`config.mk`:
```
export PLATFORM = sky130hd
export DESIGN_NAME = pause_flow_tx
export DESIGN_NICKNAME = d
export VERILOG_FILES = /design/src/rtl/pft_pkg.sv /design/src/rtl/pft_ctrl.sv /design/src/rtl/pft_datapath.sv /design/src/rtl/pause_flow_tx.sv
export SDC_FILE = /design/constraint.sdc
export NUM_CORES = 1
export LEC_CHECK = 0
export BUFFER_PORTS_ARGS = -buffer_cell sky130_fd_sc_hd__buf_2
export CAP_MARGIN = 40
export CORE_ASPECT_RATIO = 0.5
export CORE_MARGIN = 2
export CORE_UTILIZATION = 55
export CTS_CLUSTER_DIAMETER = 40
export CTS_CLUSTER_SIZE = 10
export DETAILED_ROUTE_END_ITERATION = 8
export PLACE_DENSITY_LB_ADDON = 0.2
export SYNTH_ARGS = -nofsm -noshare
export SYNTH_HDL_FRONTEND = slang
export SYNTH_SLANG_ARGS = --single-unit
```
`constraint.sdc`:
```
create_clock -name clk -period 5.58 [get_ports clk]
set_input_delay 1.116 -clock clk [delete_from_list [all_inputs] [get_ports clk]]
set_output_delay 1.116 -clock clk [all_outputs]
set_load 0.05 [all_outputs]
```
`src/rtl/pft_pkg.sv`:
```
package pft_pkg;

  typedef enum logic [1:0] {
    ST_IDLE = 2'd0,
    ST_SEND = 2'd1,
    ST_WAIT = 2'd2
  } pftState_t;

  typedef struct packed {
    logic loadCfg;
    logic clearCnt;
    logic incCnt;
  } pftStrobe_t;

  localparam int OFFSET_W = 9;

  function automatic logic [OFFSET_W-1:0] offsetForSel(input logic [1:0] sel);
    case (sel)
      2'd0:    offsetForSel = 9'd4;
      2'd1:    offsetForSel = 9'd28;
      2'd2:    offsetForSel = 9'd144;
      default: offsetForSel = 9'd256;
    endcase
  endfunction

endpackage

```
`src/rtl/pft_ctrl.sv`:
```
module pft_ctrl
  import pft_pkg::*;
(
  input  logic       clk,
  input  logic       rstN,
  input  logic       cfgWrite,
  input  logic       cfgReq,
  input  logic       cfgEnable,
  input  logic       fullDuplex,
  input  logic       slotTick,
  input  logic       pauseTxDone,
  input  logic       refreshHit,
  output pftStrobe_t strobe,
  output logic       sendReq,
  output logic       busy
);

  pftState_t state, stateNext;

  always_ff @(posedge clk) begin
    if (!rstN) state <= ST_IDLE;
    else       state <= stateNext;
  end

  always_comb begin
    stateNext = state;
    strobe    = '0;
    case (state)
      ST_IDLE: begin
        if (cfgWrite) begin
          strobe.loadCfg = 1'b1;
          if (cfgReq && cfgEnable && fullDuplex) stateNext = ST_SEND;
        end
      end
      ST_SEND: begin
        if (pauseTxDone) begin
          if (fullDuplex) begin
            stateNext       = ST_WAIT;
            strobe.clearCnt = 1'b1;
          end else begin
            stateNext = ST_IDLE;
          end
        end
      end
      ST_WAIT: begin
        if (!fullDuplex) begin
          stateNext = ST_IDLE;
        end else if (cfgWrite) begin
          strobe.loadCfg = 1'b1;
          stateNext      = (cfgReq && cfgEnable) ? ST_SEND : ST_IDLE;
        end else if (slotTick) begin
          if (refreshHit) stateNext     = ST_SEND;
          else            strobe.incCnt = 1'b1;
        end
      end
      default: stateNext = ST_IDLE;
    endcase
  end

  assign sendReq = (state == ST_SEND);
  assign busy    = (state == ST_SEND);

endmodule

```
`src/rtl/pft_datapath.sv`:
```
module pft_datapath
  import pft_pkg::*;
#(
  parameter int TIME_W = 16
) (
  input  logic              clk,
  input  logic              rstN,
  input  pftStrobe_t        strobe,
  input  logic              cfgReq,
  input  logic              cfgEnable,
  input  logic [TIME_W-1:0] cfgPauseTime,
  input  logic [1:0]        cfgThreshSel,
  input  logic              fullDuplex,
  input  logic              rxFrameStart,
  output logic [TIME_W-1:0] pauseTime,
  output logic              refreshHit,
  output logic              jamReq
);

  localparam int CNT_W = TIME_W + 1;

  logic              reqReg;
  logic              enableReg;
  logic [1:0]        selReg;
  logic [CNT_W-1:0]  slotCnt;
  logic [CNT_W-1:0]  offsetExt;
  logic [CNT_W-1:0]  timeExt;
  logic [CNT_W-1:0]  threshold;
  logic              bpActive;

  always_ff @(posedge clk) begin
    if (!rstN) begin
      reqReg    <= 1'b0;
      enableReg <= 1'b0;
      selReg    <= '0;
      pauseTime <= '0;
    end else if (strobe.loadCfg) begin
      reqReg    <= cfgReq;
      enableReg <= cfgEnable;
      selReg    <= cfgThreshSel;
      pauseTime <= cfgPauseTime;
    end
  end

  always_ff @(posedge clk) begin
    if (!rstN)                slotCnt <= '0;
    else if (strobe.clearCnt) slotCnt <= '0;
    else if (strobe.incCnt)   slotCnt <= slotCnt + 1'b1;
  end

  assign offsetExt  = CNT_W'(offsetForSel(selReg));
  assign timeExt    = CNT_W'(pauseTime);
  assign threshold  = (timeExt > offsetExt) ? (timeExt - offsetExt) : CNT_W'(1);
  assign refreshHit = ((slotCnt + 1'b1) >= threshold);

  assign bpActive = !fullDuplex && enableReg && reqReg;

  always_ff @(posedge clk) begin
    if (!rstN) jamReq <= 1'b0;
    else       jamReq <= bpActive && rxFrameStart;
  end

endmodule

```
`src/rtl/pause_flow_tx.sv`:
```
module pause_flow_tx
  import pft_pkg::*;
(
  input  logic        clk,
  input  logic        rstN,
  input  logic        cfgWrite,
  input  logic        cfgReq,
  input  logic        cfgEnable,
  input  logic [15:0] cfgPauseTime,
  input  logic [1:0]  cfgThreshSel,
  input  logic        fullDuplex,
  input  logic        rxFrameStart,
  input  logic        slotTick,
  input  logic        pauseTxDone,
  output logic        pauseSendReq,
  output logic [15:0] pauseSendTime,
  output logic        jamReq,
  output logic        busy
);

  pftStrobe_t strobe;
  logic       refreshHit;

  pft_ctrl u_ctrl (
    .clk        (clk),
    .rstN       (rstN),
    .cfgWrite   (cfgWrite),
    .cfgReq     (cfgReq),
    .cfgEnable  (cfgEnable),
    .fullDuplex (fullDuplex),
    .slotTick   (slotTick),
    .pauseTxDone(pauseTxDone),
    .refreshHit (refreshHit),
    .strobe     (strobe),
    .sendReq    (pauseSendReq),
    .busy       (busy)
  );

  pft_datapath #(.TIME_W(16)) u_dp (
    .clk         (clk),
    .rstN        (rstN),
    .strobe      (strobe),
    .cfgReq      (cfgReq),
    .cfgEnable   (cfgEnable),
    .cfgPauseTime(cfgPauseTime),
    .cfgThreshSel(cfgThreshSel),
    .fullDuplex  (fullDuplex),
    .rxFrameStart(rxFrameStart),
    .pauseTime   (pauseSendTime),
    .refreshHit  (refreshHit),
    .jamReq      (jamReq)
  );

endmodule

```
==> results_dict.tcl <==
set metrics [dict create \
    ctsHoldBuffers 0 \
    antenna_left 0 \
    clock_path_buffers 2 \
    path_class "register to register" \
    die_width_um 104 \
    hold_viol 0 \
    timing.final.ws_setup_ns 0.781 \
    status "complete, no violations" \
    vias 2367 \
    drcViolationCount 0 \
    pwr-share-seq_pct 42.8 \
    die_area_um2 5640 \
    rsz0062_at_grt "no" \
    area_delta_synth_final_pct 13.3 \
    power_switching_mw 0.237 \
    cts.sinks 40 \
    critPathCaptureType "register" \
    wl_per_cell_um 13.8 \
    most-common-layout-cells "buf_2 (45), dfxtp_1 (40), nand2_1 (37)" \
    final_util_pct 64.0 \
    numCtsBuffers 5 \
    std_cell_rows 18 \
    period_minus_slack_ns 4.80 \
    final_nets 423 \
    tritoncts "done" \
    clkLatencyLatePin_ns 0.29 \
    intPower_mw 0.477 \
    pre_cts_ws_ns 0.795 \
    clk_pin_slew_ns 0.08 \
    syn-num-nets 380 \
    synth.yosys.warnings 0 \
    ir_drop_mv 0.132 \
    synth_cell_types 46 \
    grt_max_degree 28 \
    htreeDepth 2 \
    cts-root-buf "clkbuf_8" \
    grt_first_pass_wirelength_um 10300 \
    pwr-share-clk_pct 28.3 \
    critPathMaxFanout 27 \
    multi_input_area_um2 1880 \
    first_pass_iters 4 \
    power.density_nw_per_um2 228 \
    fin_skew_ns 0.00687 \
    vias_per_cell 5.42 \
    io_pins 46 \
    synth_cells 323 \
    place.port_buffers 45 \
    core_area_um2 4890 \
    grt_pass1_vias 2249 \
    avgSynthCellArea_um2 8.55 \
    cts_setup_buffers 0 \
    min_path_type "register to register" \
    arrival_ns 5.02 \
    p_leak_nw 1.38 \
    hold_slack_ns 0.472 \
    drtIter0Drc 91 \
    drive_gt1_share_pct 16.3 \
    cts_resized 0 \
    slew_viol_final 0 \
    relSlewSlack_pct 42.4 \
    syn_area_um2 2760 \
    setup_viol 0 \
    switching_share_pct 33.2 \
    start_util_pct 56.5 \
    min_period_over_period_pct 86.0 \
    drt-total-wl_um 6040 \
    ys_ff_latch 40 \
    synth_edf_count 0 \
    gp_congestion 0.919 \
    ys_seq_area_share_pct 29.0 \
    fillers 462 \
    antenna_found_initial 0 \
    clock.fmax_mhz 208 \
    ff_latch_area_um2 801 \
    layout_commonest_cell "buf_2" \
    die_h_um 54.1 \
    final.setup.tns_ns 0 \
    dp_hpwl_um 4620 \
    overflow 0 \
    timing_worst_slew_pin_value_ns 0.863 \
    n_antenna_cell 0 \
    track_usage_pct 22.9 \
    synthArstFlopShare_pct 0 \
    combPwrFrac_pct 28.9 \
    ys.flop_type "dfxtp_1" \
    cp.required_ns 5.80 \
    drv_cap 0 \
    critPathLaunchType "register" \
]
through the flow:
step	instances	instance area [µm²]	total power, mW
floorplan	323	2760	0.467
global placement	429	3040	0.508
detailed placement	429	3040	0.517
CTS	437	3130	0.717
global route	437	3130	0.757
finish	437	3130	0.714
layer usage:
metal  track usage (%)  wire [µm]  vias up
met1              31.3       3060     1100
met5                 0          0        -
li1                  -          -     1219
met3              4.72        287        6
met4              4.05         27        0
met2              38.6       2660       42
critical path, cell delays in order (launching register included):
cell and delay (ns):
dfxtp_1 0.36, inv_1 0.10, ha_1 0.14, nor2_1 0.04, nor2_1 0.12, ha_1 0.16, inv_1 0.05, fa_1 0.42
a2111o_1 0.41, a21o_1 0.21, a21oi_1 0.32, nand2b_1 0.12, xnor2_1 0.14, nand2_1 0.08, ha_1 0.31, a211oi_1 0.22
o22ai_1 0.12, nor2_1 0.18, o2111ai_2 0.49, or3_2 0.59, a21oi_1 0.14
logic make-up after synthesis:
| family | synth area share [%] |
|---|---|
| mux | 7.61 |
| fa+ha+maj | 13.9 |
| buf+inv | 3.22 |
| xor+xnor | 8.25 |
| simple gates | 25.8 |
| compound gates | 12.3 |
| flops | 29.0 |
worst paths after layout:
kind | from | to | slack [ns] | cells after the start
setup / recovery | u_dp.selReg[0] | u_dp.slotCnt[6] | 0.78 | 20
hold / removal | u_dp.enableReg | u_dp.jamReq | 0.47 | 1
setup reg to reg | u_dp.selReg[0] | u_dp.slotCnt[6] | 0.78 | 20
hold reg to reg | u_dp.enableReg | u_dp.jamReq | 0.47 | 1
power groups by stage:
stage	clock, mW	combinational (mW)	sequential, mW
2_1_floorplan	0	0.133	0.334
3_3_place_gp	0	0.197	0.311
3_5_place_dp	0	0.205	0.312
4_1_cts	0.206	0.206	0.305
5_1_grt	0.222	0.228	0.307
6_report	0.202	0.206	0.305
sequential cells by signal (all words and copies together), names as in the netlist:
signal          cells
u_ctrl.state        2
u_dp.selReg         2
u_dp.slotCnt       17
u_dp.jamReq         1
u_dp.reqReg         1
u_dp.pauseTime     16
u_dp.enableReg      1
final cells by class:
type	count	share of cell area [%]
multi-input combinational	262	60.0
sequential	40	25.6
inverter	11	1.32
clock buffer	8	2.88
timing repair buffer	46	7.44
tap	70	2.80
cells in the mapped netlist (all sizes together) (3+ instances only):
cell type	n	share of area, %
o21ai	17	3.1
nor2b	25	5.7
or3	15	3.4
inv	11	1.5
nand3	6	1.1
nor2	7	0.95
o31ai	3	0.82
xor2	6	1.9
and2	5	1.2
ha	29	13
nand4	5	1.1
clkbuf	5	0.72
nand2b	7	1.6
a31oi	3	0.68
nand2	37	5.0
mux2i	21	7.6
xnor2	20	6.3
and4	3	0.95
buf	5	1.0
a21oi	22	4.0
dfxtp	40	29
and3	3	0.86
nor3	6	1.1
(Power assumes the default switching activity.)
